## config.mk

```make
export PLATFORM = sky130hd
export DESIGN_NAME = rat_renamer
export DESIGN_NICKNAME = d
export VERILOG_FILES = /design/src/rtl/rat_pkg.sv /design/src/rtl/rat_map_entry.sv /design/src/rtl/rat_src_port.sv /design/src/rtl/rat_out_stage.sv /design/src/rtl/rat_renamer.sv
export SDC_FILE = /design/constraint.sdc
export NUM_CORES = 1
export LEC_CHECK = 0
export BUFFER_PORTS_ARGS = -buffer_cell sky130_fd_sc_hd__buf_2
export CORE_ASPECT_RATIO = 1.1
export CORE_MARGIN = 2
export CORE_UTILIZATION = 57
export CTS_BUF_LIST = sky130_fd_sc_hd__clkbuf_4
export DETAILED_ROUTE_END_ITERATION = 16
export GPL_TIMING_DRIVEN = 0
export PLACE_DENSITY = 0.78
export RECOVER_POWER = 25
export REMOVE_ABC_BUFFERS = 1
export SYNTH_ARGS = -nofsm -noshare
export SYNTH_HDL_FRONTEND = slang
export SYNTH_HIERARCHICAL = 1
export SYNTH_SLANG_ARGS = --single-unit
export TNS_END_PERCENT = 10
```

## constraint.sdc

```tcl
create_clock -name clk -period 2.4 [get_ports clk]
set_clock_uncertainty 0.15 [all_clocks]
set_input_delay 0.48 -clock clk [delete_from_list [all_inputs] [get_ports clk]]
set_output_delay 0.48 -clock clk [all_outputs]
set_load 0.01 [all_outputs]
```

## src/rtl/rat_pkg.sv

```systemverilog
package rat_pkg;

   // Where a renamed operand obtains its value.
   typedef enum logic {
      OPND_ROB  = 1'b0,
      OPND_ARCH = 1'b1
   } opnd_src_e;

   // Bit width needed to index n items, never below one.
   function automatic int idx_bits(input int n);
      int b;
      b = 1;
      while ((1 << b) < n) b++;
      return b;
   endfunction

endpackage

```

## src/rtl/rat_map_entry.sv

```systemverilog
module rat_map_entry #(
   parameter int TAG_W = 5
) (
   input  logic             clk,
   input  logic             rst_n,
   input  logic             wr_en,
   input  logic [TAG_W-1:0] wr_tag,
   input  logic             clr_en,
   input  logic [TAG_W-1:0] clr_tag,
   output logic             mapped,
   output logic [TAG_W-1:0] tag
);

   logic clr_hit;

   // Clear only when this entry still names the retiring slot.
   assign clr_hit = clr_en && mapped && (tag == clr_tag);

   always_ff @(posedge clk) begin
      if (!rst_n) begin
         mapped <= 1'b0;
         tag    <= '0;
      end else if (wr_en) begin
         mapped <= 1'b1;
         tag    <= wr_tag;
      end else if (clr_hit) begin
         mapped <= 1'b0;
      end
   end

   p_write_maps_r2: assert property (@(posedge clk) disable iff (!rst_n)
      wr_en |=> (mapped && tag == $past(wr_tag)));

   p_write_beats_retire_r11: assert property (@(posedge clk) disable iff (!rst_n)
      (wr_en && clr_en) |=> mapped);

   p_retire_empties_r5: assert property (@(posedge clk) disable iff (!rst_n)
      (!wr_en && clr_en && mapped && tag == clr_tag) |=> !mapped);

   p_foreign_retire_keeps_r6: assert property (@(posedge clk) disable iff (!rst_n)
      (!wr_en && !(clr_en && tag == clr_tag)) |=> ($stable(mapped) && $stable(tag)));

endmodule

```

## src/rtl/rat_src_port.sv

```systemverilog
module rat_src_port
   import rat_pkg::*;
#(
   parameter int NUM_ARCH = 16,
   parameter int TAG_W    = 5,
   parameter int ARCH_W   = 4
) (
   input  logic                             clk,
   input  logic                             rst_n,
   input  logic                             en,
   input  logic [ARCH_W-1:0]                idx,
   input  logic [NUM_ARCH-1:0]              map_vld,
   input  logic [NUM_ARCH-1:0][TAG_W-1:0]   map_tag,
   input  logic                             ret_vld,
   input  logic [TAG_W-1:0]                 ret_tag,
   output logic                             from_arch,
   output logic [TAG_W-1:0]                 out_tag
);

   logic             in_range;
   logic             sel_vld;
   logic [TAG_W-1:0] sel_tag;
   logic             retiring;
   opnd_src_e        kind;

   always_comb begin
      in_range = (32'(idx) < NUM_ARCH);
      sel_vld  = 1'b0;
      sel_tag  = '0;
      for (int r = 0; r < NUM_ARCH; r++) begin
         if (idx == ARCH_W'(r)) begin
            sel_vld = map_vld[r];
            sel_tag = map_tag[r];
         end
      end
      retiring = ret_vld && (sel_tag == ret_tag);
      if (!en || !in_range || !sel_vld || retiring) begin
         kind    = OPND_ARCH;
         out_tag = '0;
      end else begin
         kind    = OPND_ROB;
         out_tag = sel_tag;
      end
      from_arch = (kind == OPND_ARCH);
   end

   p_disabled_src_arch_r9: assert property (@(posedge clk) disable iff (!rst_n)
      !en |-> (from_arch && out_tag == '0));

   p_retiring_hit_arch_r7: assert property (@(posedge clk) disable iff (!rst_n)
      (ret_vld && map_vld[idx] && map_tag[idx] == ret_tag) |-> from_arch);

   p_live_hit_tag_r2: assert property (@(posedge clk) disable iff (!rst_n)
      (!from_arch) |-> (map_vld[idx] && out_tag == map_tag[idx]));

endmodule

```

## src/rtl/rat_out_stage.sv

```systemverilog
module rat_out_stage #(
   parameter int W       = 12,
   parameter bit OUT_REG = 1'b1
) (
   input  logic         clk,
   input  logic         rst_n,
   input  logic         in_vld,
   input  logic [W-1:0] in_data,
   output logic         out_vld,
   output logic [W-1:0] out_data
);

   generate
      if (OUT_REG) begin : g_reg
         always_ff @(posedge clk) begin
            if (!rst_n) begin
               out_vld  <= 1'b0;
               out_data <= '0;
            end else begin
               out_vld  <= in_vld;
               out_data <= in_data;
            end
         end

         p_valid_follows_r8: assert property (@(posedge clk) disable iff (!rst_n)
            in_vld |=> out_vld);

         p_idle_follows_r8: assert property (@(posedge clk) disable iff (!rst_n)
            !in_vld |=> !out_vld);
      end else begin : g_comb
         assign out_vld  = in_vld;
         assign out_data = in_data;
      end
   endgenerate

endmodule

```

## src/rtl/rat_renamer.sv

```systemverilog
module rat_renamer
   import rat_pkg::*;
#(
   parameter int NUM_ARCH  = 16,
   parameter int ROB_DEPTH = 32,
   parameter int NUM_SRC   = 2,
   parameter bit OUT_REG   = 1'b1,
   localparam int ARCH_W   = idx_bits(NUM_ARCH),
   localparam int TAG_W    = idx_bits(ROB_DEPTH)
) (
   input  logic                            clk,
   input  logic                            rst_n,
   input  logic                            in_valid,
   input  logic [NUM_SRC-1:0]              in_src_en,
   input  logic [NUM_SRC-1:0][ARCH_W-1:0]  in_src_idx,
   input  logic                            in_dst_en,
   input  logic [ARCH_W-1:0]               in_dst_idx,
   input  logic [TAG_W-1:0]                in_rob_tag,
   input  logic                            ret_valid,
   input  logic [TAG_W-1:0]                ret_tag,
   output logic                            out_valid,
   output logic [NUM_SRC-1:0]              out_src_arch,
   output logic [NUM_SRC-1:0][TAG_W-1:0]   out_src_tag
);

   localparam int SLICE_W = TAG_W + 1;
   localparam int PACK_W  = NUM_SRC * SLICE_W;

   generate
      if (NUM_ARCH < 2)                 begin : g_bad_arch $error("NUM_ARCH must be at least 2"); end
      if (ROB_DEPTH < 2)                begin : g_bad_rob  $error("ROB_DEPTH must be at least 2"); end
      if (NUM_SRC < 1 || NUM_SRC > 4)   begin : g_bad_src  $error("NUM_SRC must be 1 to 4"); end
   endgenerate

   logic [NUM_ARCH-1:0]             map_vld;
   logic [NUM_ARCH-1:0][TAG_W-1:0]  map_tag;
   logic [NUM_ARCH-1:0]             wr_sel;
   logic [NUM_SRC-1:0]              lk_arch;
   logic [NUM_SRC-1:0][TAG_W-1:0]   lk_tag;
   logic [PACK_W-1:0]               lk_pack;
   logic [PACK_W-1:0]               res_pack;

   // Table entries: one per architectural register.
   genvar r;
   generate
      for (r = 0; r < NUM_ARCH; r++) begin : g_ent
         assign wr_sel[r] = in_valid && in_dst_en && (in_dst_idx == ARCH_W'(r));

         rat_map_entry #(.TAG_W(TAG_W)) u_ent (
            .clk     (clk),
            .rst_n   (rst_n),
            .wr_en   (wr_sel[r]),
            .wr_tag  (in_rob_tag),
            .clr_en  (ret_valid),
            .clr_tag (ret_tag),
            .mapped  (map_vld[r]),
            .tag     (map_tag[r])
         );
      end
   endgenerate

   // Lookups read the table as it stood before this cycle's update.
   genvar s;
   generate
      for (s = 0; s < NUM_SRC; s++) begin : g_src
         rat_src_port #(
            .NUM_ARCH (NUM_ARCH),
            .TAG_W    (TAG_W),
            .ARCH_W   (ARCH_W)
         ) u_port (
            .clk       (clk),
            .rst_n     (rst_n),
            .en        (in_src_en[s]),
            .idx       (in_src_idx[s]),
            .map_vld   (map_vld),
            .map_tag   (map_tag),
            .ret_vld   (ret_valid),
            .ret_tag   (ret_tag),
            .from_arch (lk_arch[s]),
            .out_tag   (lk_tag[s])
         );

         assign lk_pack[s*SLICE_W +: SLICE_W] = {lk_arch[s], lk_tag[s]};
         assign out_src_arch[s] = res_pack[s*SLICE_W + TAG_W];
         assign out_src_tag[s]  = res_pack[s*SLICE_W +: TAG_W];
      end
   endgenerate

   rat_out_stage #(.W(PACK_W), .OUT_REG(OUT_REG)) u_out (
      .clk      (clk),
      .rst_n    (rst_n),
      .in_vld   (in_valid),
      .in_data  (lk_pack),
      .out_vld  (out_valid),
      .out_data (res_pack)
   );

   p_idle_no_write_r10: assert property (@(posedge clk) disable iff (!rst_n)
      (!in_valid && !ret_valid) |=> ($stable(map_vld) && $stable(map_tag)));

   p_one_write_r3: assert property (@(posedge clk) disable iff (!rst_n)
      $onehot0(wr_sel));

   p_reset_empty_r1: assert property (@(posedge clk)
      $past(!rst_n) |-> (map_vld == '0));

endmodule

```

**Word level (Yosys, flattened, before mapping)**

Index checks and enable logic that the tools add are counted.

- Register bits: 109
- Bits in latches: 0
- Memory bits (writable): 0
- Memory bits (read-only): 0
- Bits of input ports: 29
- Output and inout port bits: 13
- Word-level logic and storage cells: 278
- Memories: 0

- $add $sub $neg: 0
- Multipliers: 0
- Divide/modulo/power cells: 0
- Magnitude comparators: 0
- Equal/unequal tests: 63
- Shift-type cells: 0
- Mux-type cells: 98
- Bitwise operators: 1
- Reductions and logical operators: 80

Operator list:

| operator | count |
|---|---|
| $mux W5 | 32 |
| $eq A4 B4 Y1 const B | 24 |
| $eq A5 B5 Y1 | 18 |
| $mux W1 | 66 |
| $logic_and A1 B1 Y1 | 51 |
| $eq A4 B3 Y1 const B | 12 |
| $reduce_bool A2 Y1 | 16 |
| $eq A4 B2 Y1 const B | 6 |
| $eq A4 B1 Y1 const B | 3 |
| $logic_not A4 Y1 | 3 |
| $logic_not A1 Y1 | 4 |
| $logic_or A1 B1 Y1 | 4 |
| $reduce_or A2 Y1 | 2 |
| $not A1 Y1 | 1 |

**Depth between registers and ports, before layout**

Gate-level depths: netlist of the first run.

- Depth in word-level cells: 21
- Gate-level depth with buffers: 11
- Mapped depth without buffers: 8

**Hierarchy**

Netlist of the first run, hierarchy kept.

By module, submodules not included:

| module | times used | cells an instance | area each (um^2) | seq. area each (um^2) |
|---|---|---|---|---|
| rat_map_entry | 16 | 26 | 274.0 | 120.1 |
| rat_src_port | 2 | 180 | 1351.3 | 0.0 |
| rat_out_stage | 1 | 27 | 364.1 | 260.2 |
| rat_renamer | 1 | 23 | 116.4 | 0.0 |

**Worst setup path after synthesis of the first run**

No wires, ideal clock.

- Path kind: input port to flip-flop
- Start point: input in_src_idx[0] (netlist name)
- End point: register u_out.out_data[0]
- Setup time: 0.116 ns
- Arrival: 2.362 ns
- Data required time: 2.134 ns
- Slack: -0.228 ns
- Stages on the path: 10
- Buffers on the path: 2
- Cell sequence: buf_6 buf_6 mux2i_1 o22ai_1 a21o_1 o22a_1 or3_4 a221oi_4 a21oi_1 and2_2

- Cells in the longest elaborated chain, start to end: 21
- Elaborated cells on any way between the ends: 54
- Those cells by class: 16 x eq/ne; 32 x mux; 6 x reduce/logical

Ends and longest elaborated chain:

| item | line | RTL |
|---|---|---|
| from (decl) | rat_renamer.sv:15 | `input logic [NUM_SRC-1:0][ARCH_W-1:0] in_src_idx,` |
| $logic_not A4 Y1 | rat_src_port.sv:31 | `if (idx == ARCH_W'(r)) begin` |
| $mux W5 / $mux W1 (equally long branches) (16 in series) | rat_src_port.sv:31 |  |
| $eq A5 B5 Y1 / $logic_not A1 Y1 (equally long branches) | rat_src_port.sv:36, rat_src_port.sv:37 |  |
| $logic_and A1 B1 Y1 / $logic_or A1 B1 Y1 (equally long branches) | rat_src_port.sv:36, rat_src_port.sv:37 |  |
| $logic_or A1 B1 Y1 | rat_src_port.sv:37 | `if (!en \|\| !in_range \|\| !sel_vld \|\| retiring) begin` |
| $reduce_or A2 Y1 (no source line) | n/a |  |
| to (signal assigned) | rat_out_stage.sv:21 | `out_data <= in_data;` |
| to (decl) | rat_out_stage.sv:10 | `output logic [W-1:0] out_data` |

Several ways; a longest one is shown, not always the timed one.
A chain may end at the register's enable or synchronous reset.

**Worst setup path after layout of the first run**

- Start point: input in_src_idx[7] (netlist name)
- End point: register u_out.out_data[11]

- Cells in the longest elaborated chain, start to end: 21
- Elaborated cells on any way between the ends: 54
- Those cells by class: 16 x eq/ne; 33 x mux; 5 x reduce/logical

Ends and longest elaborated chain:

| item | line | RTL |
|---|---|---|
| $logic_not A4 Y1 | rat_src_port.sv:31 |  |
| $mux W5 / $mux W1 (equally long branches) (16 in series) | rat_src_port.sv:31 |  |
| $eq A5 B5 Y1 / $logic_not A1 Y1 (equally long branches) | rat_src_port.sv:36, rat_src_port.sv:37 |  |
| $logic_and A1 B1 Y1 / $logic_or A1 B1 Y1 (equally long branches) | rat_src_port.sv:36, rat_src_port.sv:37 |  |
| $logic_or A1 B1 Y1 (*) | rat_src_port.sv:37 |  |
| $mux W1 (*) | rat_src_port.sv:37 |  |
| named net lk_arch[1] | rat_renamer.sv:38 | `logic [NUM_SRC-1:0] lk_arch;` |

The timed path passes the listed nets; every way through them passes the cells marked *.

==> results by group, run 1 <==
Run status
  • Run status: finished, violations left
  • Failing checks: negative setup slack

Placement
  • Setup WS pre-CTS: -1620 ps
  • IO Port Bufs: slightly above 40
  • DP Cell Count: between 900 and 1000
  • HPWL Detailed: around 15000 µm
  • GPL Wtd Cong: between 1 and 1.5
  • Placed Area: a little under 8000 µm²

Global route
  • Pin count of the biggest net entering global routing: 57
  • Initial antenna violation count: 0
  • First-pass GRT wire length: 35000 µm
  • Total Routing Usage GR: 0.320
  • Vias in the first global route: slightly above 6000
  • Grt ovf: 0

Floorplanning
  • # rows: 44
  • Chip Height: about 120 µm
  • Die area: approximately 14000 µm²
  • I/O pin cnt: 42
  • DIE WIDTH: around 110 µm
  • Starting density of the core: 0.578
  • Core ar.: about 13000 µm²

Power and ir drop
  • Pleak: between 3 and 4 nW
  • VDD IR-drop max: around 270 µV
  • Final Power: 3.55 mW
  • Pwr Density: 431 nW/µm²

STA
  • Fin crit share: 1.05
  • RSZ-0062 raised after global routing: yes
  • Fmax: around 400 MHz
  • TNS Setup: -1030 ps
  • Fin crit period: 2510 ps
  • Setup ws final: -111 ps
  • Final Setup Violations: 12
  • Worst-margin pin slew: 1370 ps
  • Slew HR: 0.0782
  • Slew Limit Fails: 0
  • Final Hold Violating Endpoints: 0
  • WHS: a little over 80 ps

Detailed routing
  • Antenna-violating nets left: 0
  • Wirelength, routed: between 20000 and 25000 µm
  • DR iter-0 viols: between 800 and 900
  • Vias: roughly 6700
  • Detailed-route DRC error count: 0
  • WL per Instance: 23.0 µm
  • Via density per instance: roughly 6.6
  • TritonRoute pass-1 iters: 9

Critical path
  • Reg2Reg Depth: 9
  • Critical path fanouts, max: 16
  • Reg2Reg Capture Point: u_out/out_data[3]
  • Element type at the critical path end: register
  • CP startpoint kind: primary input
  • Worst setup path class: primary input to register
  • R2R setup slack: -110 ps
  • Critical Path RT: roughly 2700 ps
  • Reg2reg start: g_ent[1].u_ent/tag[0]
  • WP data arrival: approximately 2800 ps

Yosys
  • Yosys Warn Count: 6
  • #FFs+latches synth: between 100 and 150
  • Synthesized instance count: slightly above 800
  • Dominant synthesized flop cell: dfxtp_1
  • Synthesized area per cell: approximately 9 µm²
  • Post-synth EDFFs: 0
  • Post-synth ARST share: 0
  • Sequential share of the synthesized area: 0.288
  • Mapped Area: around 7600 µm²
  • Distinct cells, synth: 65

Min path
  • Hold Crit Class: primary input to register
  • Hold path depth: 2
  • Hold EP: u_out/out_vld
  • Hold_sp: in_valid

CTS
  • CTS tree: done
  • Clock-pin slew on the worst setup and hold paths: 170 ps
  • Clk sinks: between 100 and 150
  • H-tree depth: 3
  • Clock Latency Late Sink: between 500 and 600 ps
  • CTS Buffer Depth: 2
  • CTS buffer count: 9
  • CTS Hold Bufs: 0
  • Root Driver: clkbuf_4

Final layout
  • Post-route cell area: 8240 µm²
  • Multi-input logic area: about 5200 µm²
  • Layout cells sized above 1: 0.179
  • Final net count: 880
  • Reg area: approximately 2200 µm²
  • Diodes inserted: 0
  • Fin util: 0.629
  • Fillers: roughly 1200
  • Finished Layout Cells: approximately 1000
  • Commonest cells after routing, fill and taps aside: mux2i_1, dfxtp_1, nor2b_1, xor2_1, a21oi_1
  • Most common cell after layout, fill and taps aside: mux2i_1
  • Area growth syn-to-layout: 8.83%

Job
  • Max cap viols: 0
-- cell usage after synthesis, types with 4 or more instances --
library cell | number | area, µm²
nand3_1 | 10 | 50.1
o22ai_1 | 8 | 50.1
mux2i_1 | 106 | 1060
nand2b_1 | 12 | 75.1
nor2b_1 | 94 | 588
o211ai_1 | 4 | 30.0
a211oi_1 | 4 | 30.0
mux2_2 | 8 | 90.1
o21ai_0 | 34 | 170
a221oi_1 | 4 | 35.0
a22o_1 | 6 | 52.6
buf_6 | 11 | 124
inv_1 | 10 | 37.5
a31oi_1 | 6 | 37.5
o2bb2ai_1 | 6 | 52.6
buf_2 | 24 | 120
a21o_1 | 4 | 30.0
or3_1 | 6 | 37.5
nand2_1 | 31 | 116
a22oi_2 | 4 | 50.1
nor3_1 | 20 | 100
xor2_1 | 80 | 701
nor4_1 | 18 | 113
nor2_1 | 36 | 135
a22oi_1 | 10 | 75.1
and2_1 | 8 | 50.1
nand4_1 | 5 | 31.3
a21oi_1 | 40 | 200
and2_2 | 9 | 67.6
mux4_2 | 10 | 225
nor3b_1 | 22 | 165
buf_4 | 4 | 30.0
dfxtp_1 | 109 | 2180
-- where the power goes --
part / total (mW) / leakage [nW] / internal (mW) / switching, mW
clock: 1.06 / 0.0869 / 0.441 / 0.622
combinational: 0.647 / 2.03 / 0.242 / 0.405
sequential: 1.84 / 0.886 / 1.82 / 0.0183
total: 3.55 / 3.00 / 2.51 / 1.04
-- what timing repair did --
item / in CTS / in global routing
setup endpoints to repair: 12 / 12
endpoints found under the hold margin: 0 / 0
buffers inserted: 2 / 9
pin swaps: 12 / 23
gates cloned: 0 / 2
resized for setup: 28 / 36
-- metal layers --
layer	vias up	track usage	part of all wire
met5	-	0	0
met4	0	0.156	0.048
met3	95	0.0623	0.10
met2	386	0.495	0.44
met1	3140	0.427	0.41
li1	3055	-	-
-- cell type report --
type / count / area share
Clock buffer: 11 / 0.0100
Clock inverter: 4 / 0.00896
Inverter: 12 / 0.00593
Multi-Input combinational cell: 664 / 0.632
Sequential cell: 109 / 0.267
Tap cell: 161 / 0.0245
Timing Repair Buffer: 55 / 0.0510
-- worst max-delay path by stage --
stage                     startpoint                 end  slack [ps]  cells past startpoint
3_5_place_dp           in_src_idx[0]   u_out/out_data[0]       -1620                      8
6_report               in_src_idx[7]  u_out/out_data[11]        -110                      9
4_1_cts        g_ent[3].u_ent/tag[0]   u_out/out_data[8]         -70                      8
5_1_grt        g_ent[9].u_ent/tag[2]   u_out/out_data[8]        -160                      9
2_1_floorplan          in_src_idx[0]   u_out/out_data[0]         -70                      8
3_3_place_gp           in_src_idx[0]   u_out/out_data[0]       -1610                      8
-- critical path: stages --
cell       delay [ps]
buf_2             330
inv_1             290
a221oi_1          490
a31oi_1           120
nor3_1            410
a2111oi_4         130
buf_4             210
a21bo_1           180
and2_2            170
-- flip-flops by register name, summed over array words and instances (netlist names) --
register	flops
u_out/out_vld	1
g_ent.u_ent/mapped	16
g_ent.u_ent/tag	80
u_out/out_data	12
-- kinds of logic (layout without fill, tap and decap cells) --
| family | after synthesis | after routing | synth area share |
|---|---|---|---|
| AND/OR/NAND/NOR | 290 | 290 | 0.228 |
| AO/OA/AOI/OAI | 164 | 164 | 0.157 |
| XOR/XNOR | 82 | 82 | 0.0949 |
| buffers and inverters | 53 | 82 | 0.0432 |
| flip-flops | 109 | 109 | 0.288 |
| multiplexers | 128 | 128 | 0.189 |
(Power assumes the default switching activity.)
==> run 2: changes to the inputs <==
CORE_UTILIZATION = 50   (was 57)
PLACE_DENSITY = 0.7   (was 0.78)
==> run 2 against run 1 <==
  * The run still ends with negative setup slack left
  * Register-to-register slack barely moved
  * Sequential cell count did not move
  * Hold slack improved by 8.4 ps
  * Via count fell by 2.3%
  * Utilization fell by 8.2 points
  * Critical path depth rose by 1
  * Combinational power fell by 2%
  * Largest cell class unchanged
  * Largest power group unchanged
  * Highest routed layer unchanged
==> results by group, run 2 (synthesis gave the netlist of run 1 again) <==
Detailed routing
  • Antenna-violating nets left: 0
  • DR iter-0 viols: 632
  • Detailed-route DRC error count: 0
  • WL per Instance: 22.5 µm
  • Vias: 6520
  • TritonRoute pass-1 iters: 7
  • Via density per instance: 6.22
  • Wirelength, routed: ~24000 µm

Power and ir drop
  • Pwr Density: just over 400 nW/µm²
  • VDD IR-drop max: around 270 µV
  • Final Power: 3.31 mW
  • Pleak: 2.94 nW

Floorplanning
  • Die area: between 15000 and 20000 µm²
  • Core ar.: around 15000 µm²
  • Chip Height: roughly 130 µm
  • # rows: 47
  • Starting density of the core: 0.507
  • I/O pin cnt: 42
  • DIE WIDTH: ~120 µm

Final layout
  • Post-route cell area: a little over 8000 µm²
  • Largest regs: g_ent.u_ent/tag (80), g_ent.u_ent/mapped (16), u_out/out_data (12)
  • Layout cells sized above 1: 0.168
  • Fin util: 0.547
  • Finished Layout Cells: about 1000
  • Reg area: 2190 µm²
  • Top reg by flops: g_ent.u_ent/tag
  • Max FFs per register: 80
  • Most common cell after layout, fill and taps aside: mux2i_1
  • Multi-input logic area: about 5200 µm²
  • Commonest cells after routing, fill and taps aside: mux2i_1, dfxtp_1, nor2b_1, xor2_1, a21oi_1
  • Final net count: just under 900
  • Fillers: between 1000 and 1500
  • Area growth syn-to-layout: 7.94%

Global route
  • Pin count of the biggest net entering global routing: 110
  • Grt ovf: 0
  • Vias in the first global route: 6082
  • First-pass GRT wire length: 35900 µm
  • Initial antenna violation count: 1
  • Total Routing Usage GR: 0.292

STA
  • Fmax: approximately 400 MHz
  • Slew HR: 0.117
  • Final Setup Violations: 12
  • Setup ws final: -108 ps
  • TNS Setup: -900 ps
  • Worst-margin pin slew: about 1300 ps
  • Fin crit share: 1.05
  • RSZ-0062 raised after global routing: yes
  • Fin crit period: ~2500 ps
  • Final Hold Violating Endpoints: 0
  • Slew Limit Fails: 0

Critical path
  • WP data arrival: between 2000 and 3000 ps
  • Worst setup path class: primary input to register
  • R2R setup slack: -100 ps
  • Reg2reg start: g_ent[2].u_ent/tag[0]
  • Critical Path RT: 2670 ps
  • CP startpoint kind: primary input
  • Critical path fanouts, max: 43
  • CP startpoint: in_src_idx[1]
  • Element type at the critical path end: register

Placement
  • DP Cell Count: just over 1000
  • Placed Area: roughly 7700 µm²
  • GPL Wtd Cong: approximately 1.0
  • HPWL Detailed: roughly 16000 µm
  • IO Port Bufs: 41

Job
  • Max cap viols: 0

CTS
  • Clock Latency Late Sink: around 500 ps
  • Clock-pin slew on the worst setup and hold paths: 160 ps
  • Clk sinks: approximately 110
  • CTS tree: done
  • H-tree depth: 3
  • Root Driver: clkbuf_4
  • CTS Buffer Depth: 2
  • CTS Hold Bufs: 0
  • CTS buffer count: 9

Run status
  • Run status: finished, violations left
  • Failing checks: negative setup slack

Min path
  • Hold_sp: in_valid
  • Hold Crit Class: primary input to register
## run 2: changes by cell type in the layout (fill, tap and decap cells not counted), moves of 2 or more
cell / before / now
dfxtp_4: 3 / 0
dfxtp_1: 99 / 102
buf_2: 35 / 33
a221oi_2: 1 / 4
clkinv_1: 0 / 2
and2_2: 3 / 9
a221oi_1: 3 / 1
and2_4: 6 / 0
bufinv_16: 2 / 0
clkbuf_4: 13 / 10
## run 2: where the power goes
group | internal [mW] | switching, mW | leakage, nW | total [mW]
Clock | 0.206 | 0.623 | 0.0608 | 0.829
Sequential | 1.83 | 0.0177 | 0.883 | 1.84
Combinational | 0.231 | 0.403 | 2.00 | 0.634
## run 2: routing by layer
layer	track usage	vias to the layer above	part of all wire
li1	-	3037	-
met1	0.409	3181	0.45
met2	0.449	249	0.45
met3	0.0522	53	0.067
met4	0.110	0	0.033
met5	0	-	0
## run 2: worst paths after layout
path	end	cells past startpoint
worst min register to register	g_ent[13].u_ent/mapped	2
worst max register to register	u_out/out_data[5]	10
worst min-delay path	u_out/out_vld	2
worst max-delay path	u_out/out_data[1]	10
## run 2: cell type report
cell class / instances / share of cell area
Antenna cell: 1 / 0.000306
Clock buffer: 9 / 0.00827
Clock inverter: 7 / 0.00521
Inverter: 12 / 0.00551
Multi-Input combinational cell: 664 / 0.639
Sequential cell: 109 / 0.268
Tap cell: 196 / 0.0300
Timing Repair Buffer: 50 / 0.0434
## run 2: per-stage QoR
step | hold slack, ps | setup WS [ps]
final | 89.6 | -108
after global routing | 87.8 | -213
after CTS | 63.1 | -95.0
after detailed placement | 385 | -1840
after global placement | 368 | -1790
after floorplan | 351 | -72.7
## run 2: critical path, stage by stage
cell and delay [ps]:
buf_6 200, and2b_4 260, a22o_1 270, a221oi_4 380, a311oi_1 140, a41o_1 280
a2111oi_4 270, buf_4 200, a21oi_1 60, and2_2 200
## run 2: repair_timing
item                       CTS  global route
pin swaps                    8             8
setup buffers                5             3
gates cloned                 0             1
gates resized for setup     36            16
setup endpoints to repair   12            12
==> run 3: changes to the inputs <==
PLACE_DENSITY = 0.67   (was 0.7)
clock period = 2.5 ns   (was 2.4 ns; I/O delays follow)
==> run 3 against run 2 <==
  * The run still ends with negative setup slack left
  * Clock-buffer cell count stayed put
  * Combinational power decreased by 2%
  * Die area is the same
  * Sequential power shrank 4%
  * Hold slack got worse by 3.1 ps
  * Sequential cell count unchanged
  * Register-to-register slack improved by 70 ps
  * First-iteration DRC count shrank 16%
  * Sequential share of layout area is 0.33 points lower
  * Setup slack better by 75 ps
  * Via count grew 1.2%
  * Utilization increased by 0.86 points
  * Critical path type is now register to register
==> results by group, run 3 (synthesis gave the netlist of run 1 again) <==
Final layout
  • Max FFs per register: 80
  • Largest regs: g_ent.u_ent/tag (80), g_ent.u_ent/mapped (16), u_out/out_data (12)
  • Top reg by flops: g_ent.u_ent/tag
  • Layout cells sized above 1: 0.183
  • Commonest cells after routing, fill and taps aside: mux2i_1, dfxtp_1, nor2b_1, xor2_1, a21oi_1
  • Multi-input logic area: roughly 5200 µm²
  • Most common cell after layout, fill and taps aside: mux2i_1
  • Post-route cell area: approximately 8300 µm²
  • Fillers: 1389
  • Final net count: approximately 880
  • Fin util: 0.555
  • Reg area: between 2000 and 2500 µm²
  • Area growth syn-to-layout: 9.64%

CTS
  • CTS buffer count: 9
  • Clock Latency Late Sink: between 500 and 600 ps
  • Root Driver: clkbuf_4
  • Clk sinks: between 100 and 150
  • CTS tree: done
  • H-tree depth: 3
  • CTS Buffer Depth: 2
  • Clock-pin slew on the worst setup and hold paths: about 180 ps
  • CTS Hold Bufs: 0

Global route
  • Grt ovf: 0
  • Pin count of the biggest net entering global routing: 110
  • First-pass GRT wire length: 35100 µm
  • GRT met2 Usage: 0.445
  • Total Routing Usage GR: 0.284
  • Vias in the first global route: around 5900
  • Initial antenna violation count: 1
  • M1 GR Usage: 0.393
  • Top Usage Layer GRT: met2
  • Grt met3 use: 0.0306

Power and ir drop
  • Switching share of total power: 0.302
  • Comb pwr share: 0.181
  • Pleak: approximately 3 nW
  • Sequential share of power: 0.516
  • Psw: around 1.0 mW
  • Pwr Density: 414 nW/µm²
  • VDD IR-drop max: 272 µV
  • Clock power share: 0.303
  • Internal power: approximately 2.4 mW

STA
  • Fin crit period: between 2000 and 3000 ps
  • Setup ws final: -33.8 ps
  • Slew HR: 0.163
  • TNS Setup: -42.4 ps
  • Final Setup Violations: 3
  • Final Hold Violating Endpoints: 0
  • Worst-margin pin slew: about 1200 ps
  • Fmax: approximately 390 MHz
  • Fin crit share: 1.01
  • WHS: 86.6 ps
  • RSZ-0062 raised after global routing: yes
  • Slew Limit Fails: 0

Placement
  • Placed Area: ~7700 µm²
  • HPWL Detailed: between 15000 and 20000 µm
  • IO Port Bufs: ~40
  • GPL Wtd Cong: 0.995

Critical path
  • Element type at the critical path end: register
  • CP startpoint: g_ent[8].u_ent/tag[2]
  • Reg2Reg Capture Point: u_out/out_data[5]
  • WP data arrival: about 2800 ps
  • CP startpoint kind: register
  • Reg2reg start: g_ent[8].u_ent/tag[2]
  • Worst setup path endpoint: u_out/out_data[5]
  • Worst setup path class: register to register
  • Critical Path RT: between 2000 and 3000 ps
  • Critical path fanouts, max: 6
  • R2R setup slack: -30 ps
  • Reg2Reg Depth: 9

Floorplanning
  • DIE WIDTH: about 120 µm
  • Die area: around 16000 µm²
  • Core ar.: around 15000 µm²
  • Chip Height: 133 µm
  • I/O pin cnt: 42
  • Starting density of the core: 0.507
  • # rows: between 40 and 50

Detailed routing
  • Wirelength, routed: approximately 24000 µm
  • TritonRoute pass-1 iters: 5
  • Antenna-violating nets left: 0
  • WL per Instance: 22.6 µm
  • Vias: 6595
  • DR iter-0 viols: 530
  • Detailed-route DRC error count: 0
  • Via density per instance: between 6 and 7

Run status
  • Failing checks: negative setup slack
  • Run status: finished, violations left

Job
  • Max cap viols: 0

Min path
  • Hold Crit Class: primary input to register
-- run 3: cell count changes in the layout (fill, tap and decap cells not counted), sizes merged --
cell and delta:
clkinv -5, buf +4, clkinvlp +4, bufinv +2
clkbuf +2, inv -1
-- run 3: repair_timing --
| item | in CTS | in global routing |
|---|---|---|
| endpoints found under the hold margin | 0 | 0 |
| resized for setup | 18 | 42 |
| setup buffers | 0 | 13 |
| cloned | 0 | 2 |
| pin swaps | 2 | 12 |
| endpoints found under the setup margin | 12 | 12 |
-- run 3: metrics by stage --
step	setup slack (ps)	std cells	power, mW
finish	-33.8	1054	3.43
global placement	-1660	1022	2.35
detailed placement	-1690	1022	2.35
floorplan	7.34	785	2.09
global route	-136	1054	3.55
CTS	7.37	1038	3.38
-- run 3: final cells by class --
type / instances / area share
Multi-Input combinational cell: 664 / 0.628
Sequential cell: 109 / 0.265
Timing Repair Buffer: 56 / 0.0507
Tap cell: 196 / 0.0296
Clock inverter: 7 / 0.0116
Clock buffer: 9 / 0.00814
Inverter: 12 / 0.00679
Antenna cell: 1 / 0.000302
-- run 3: worst min path at each step --
stage	from	to	slack, ps	depth (start not counted)
2_1_floorplan	g_ent[13].u_ent/mapped	g_ent[13].u_ent/mapped	350	2
3_3_place_gp	g_ent[9].u_ent/mapped	g_ent[9].u_ent/mapped	370	2
3_5_place_dp	g_ent[10].u_ent/mapped	g_ent[10].u_ent/mapped	390	2
4_1_cts	in_valid	u_out/out_vld	80	2
5_1_grt	in_valid	u_out/out_vld	100	2
6_report	in_valid	u_out/out_vld	90	2
-- run 3: critical path: stages, from the launching register on --
cell and delay, ps:
dfxtp_2 420, mux2i_1 120, a2111oi_2 590, a221oi_4 100, a311oi_1 310, a41o_1 190, a2111oi_4 60, buf_4 200
a21bo_1 160, and2_1 140
-- run 3: metal layers --
layer / vias to the layer above / wire length, µm
met5: - / 0
li1: 3057 / -
met4: 0 / 961
met1: 3168 / 10300
met3: 65 / 1680
met2: 305 / 10800
-- run 3: power groups by stage --
| stage | combinational, mW | clock (mW) | sequential [mW] |
|---|---|---|---|
| 2_1_floorplan | 0.284 | 0 | 1.80 |
| 3_3_place_gp | 0.546 | 0 | 1.81 |
| 3_5_place_dp | 0.547 | 0 | 1.81 |
| 4_1_cts | 0.557 | 1.05 | 1.77 |
| 5_1_grt | 0.654 | 1.12 | 1.77 |
| 6_report | 0.623 | 1.04 | 1.77 |
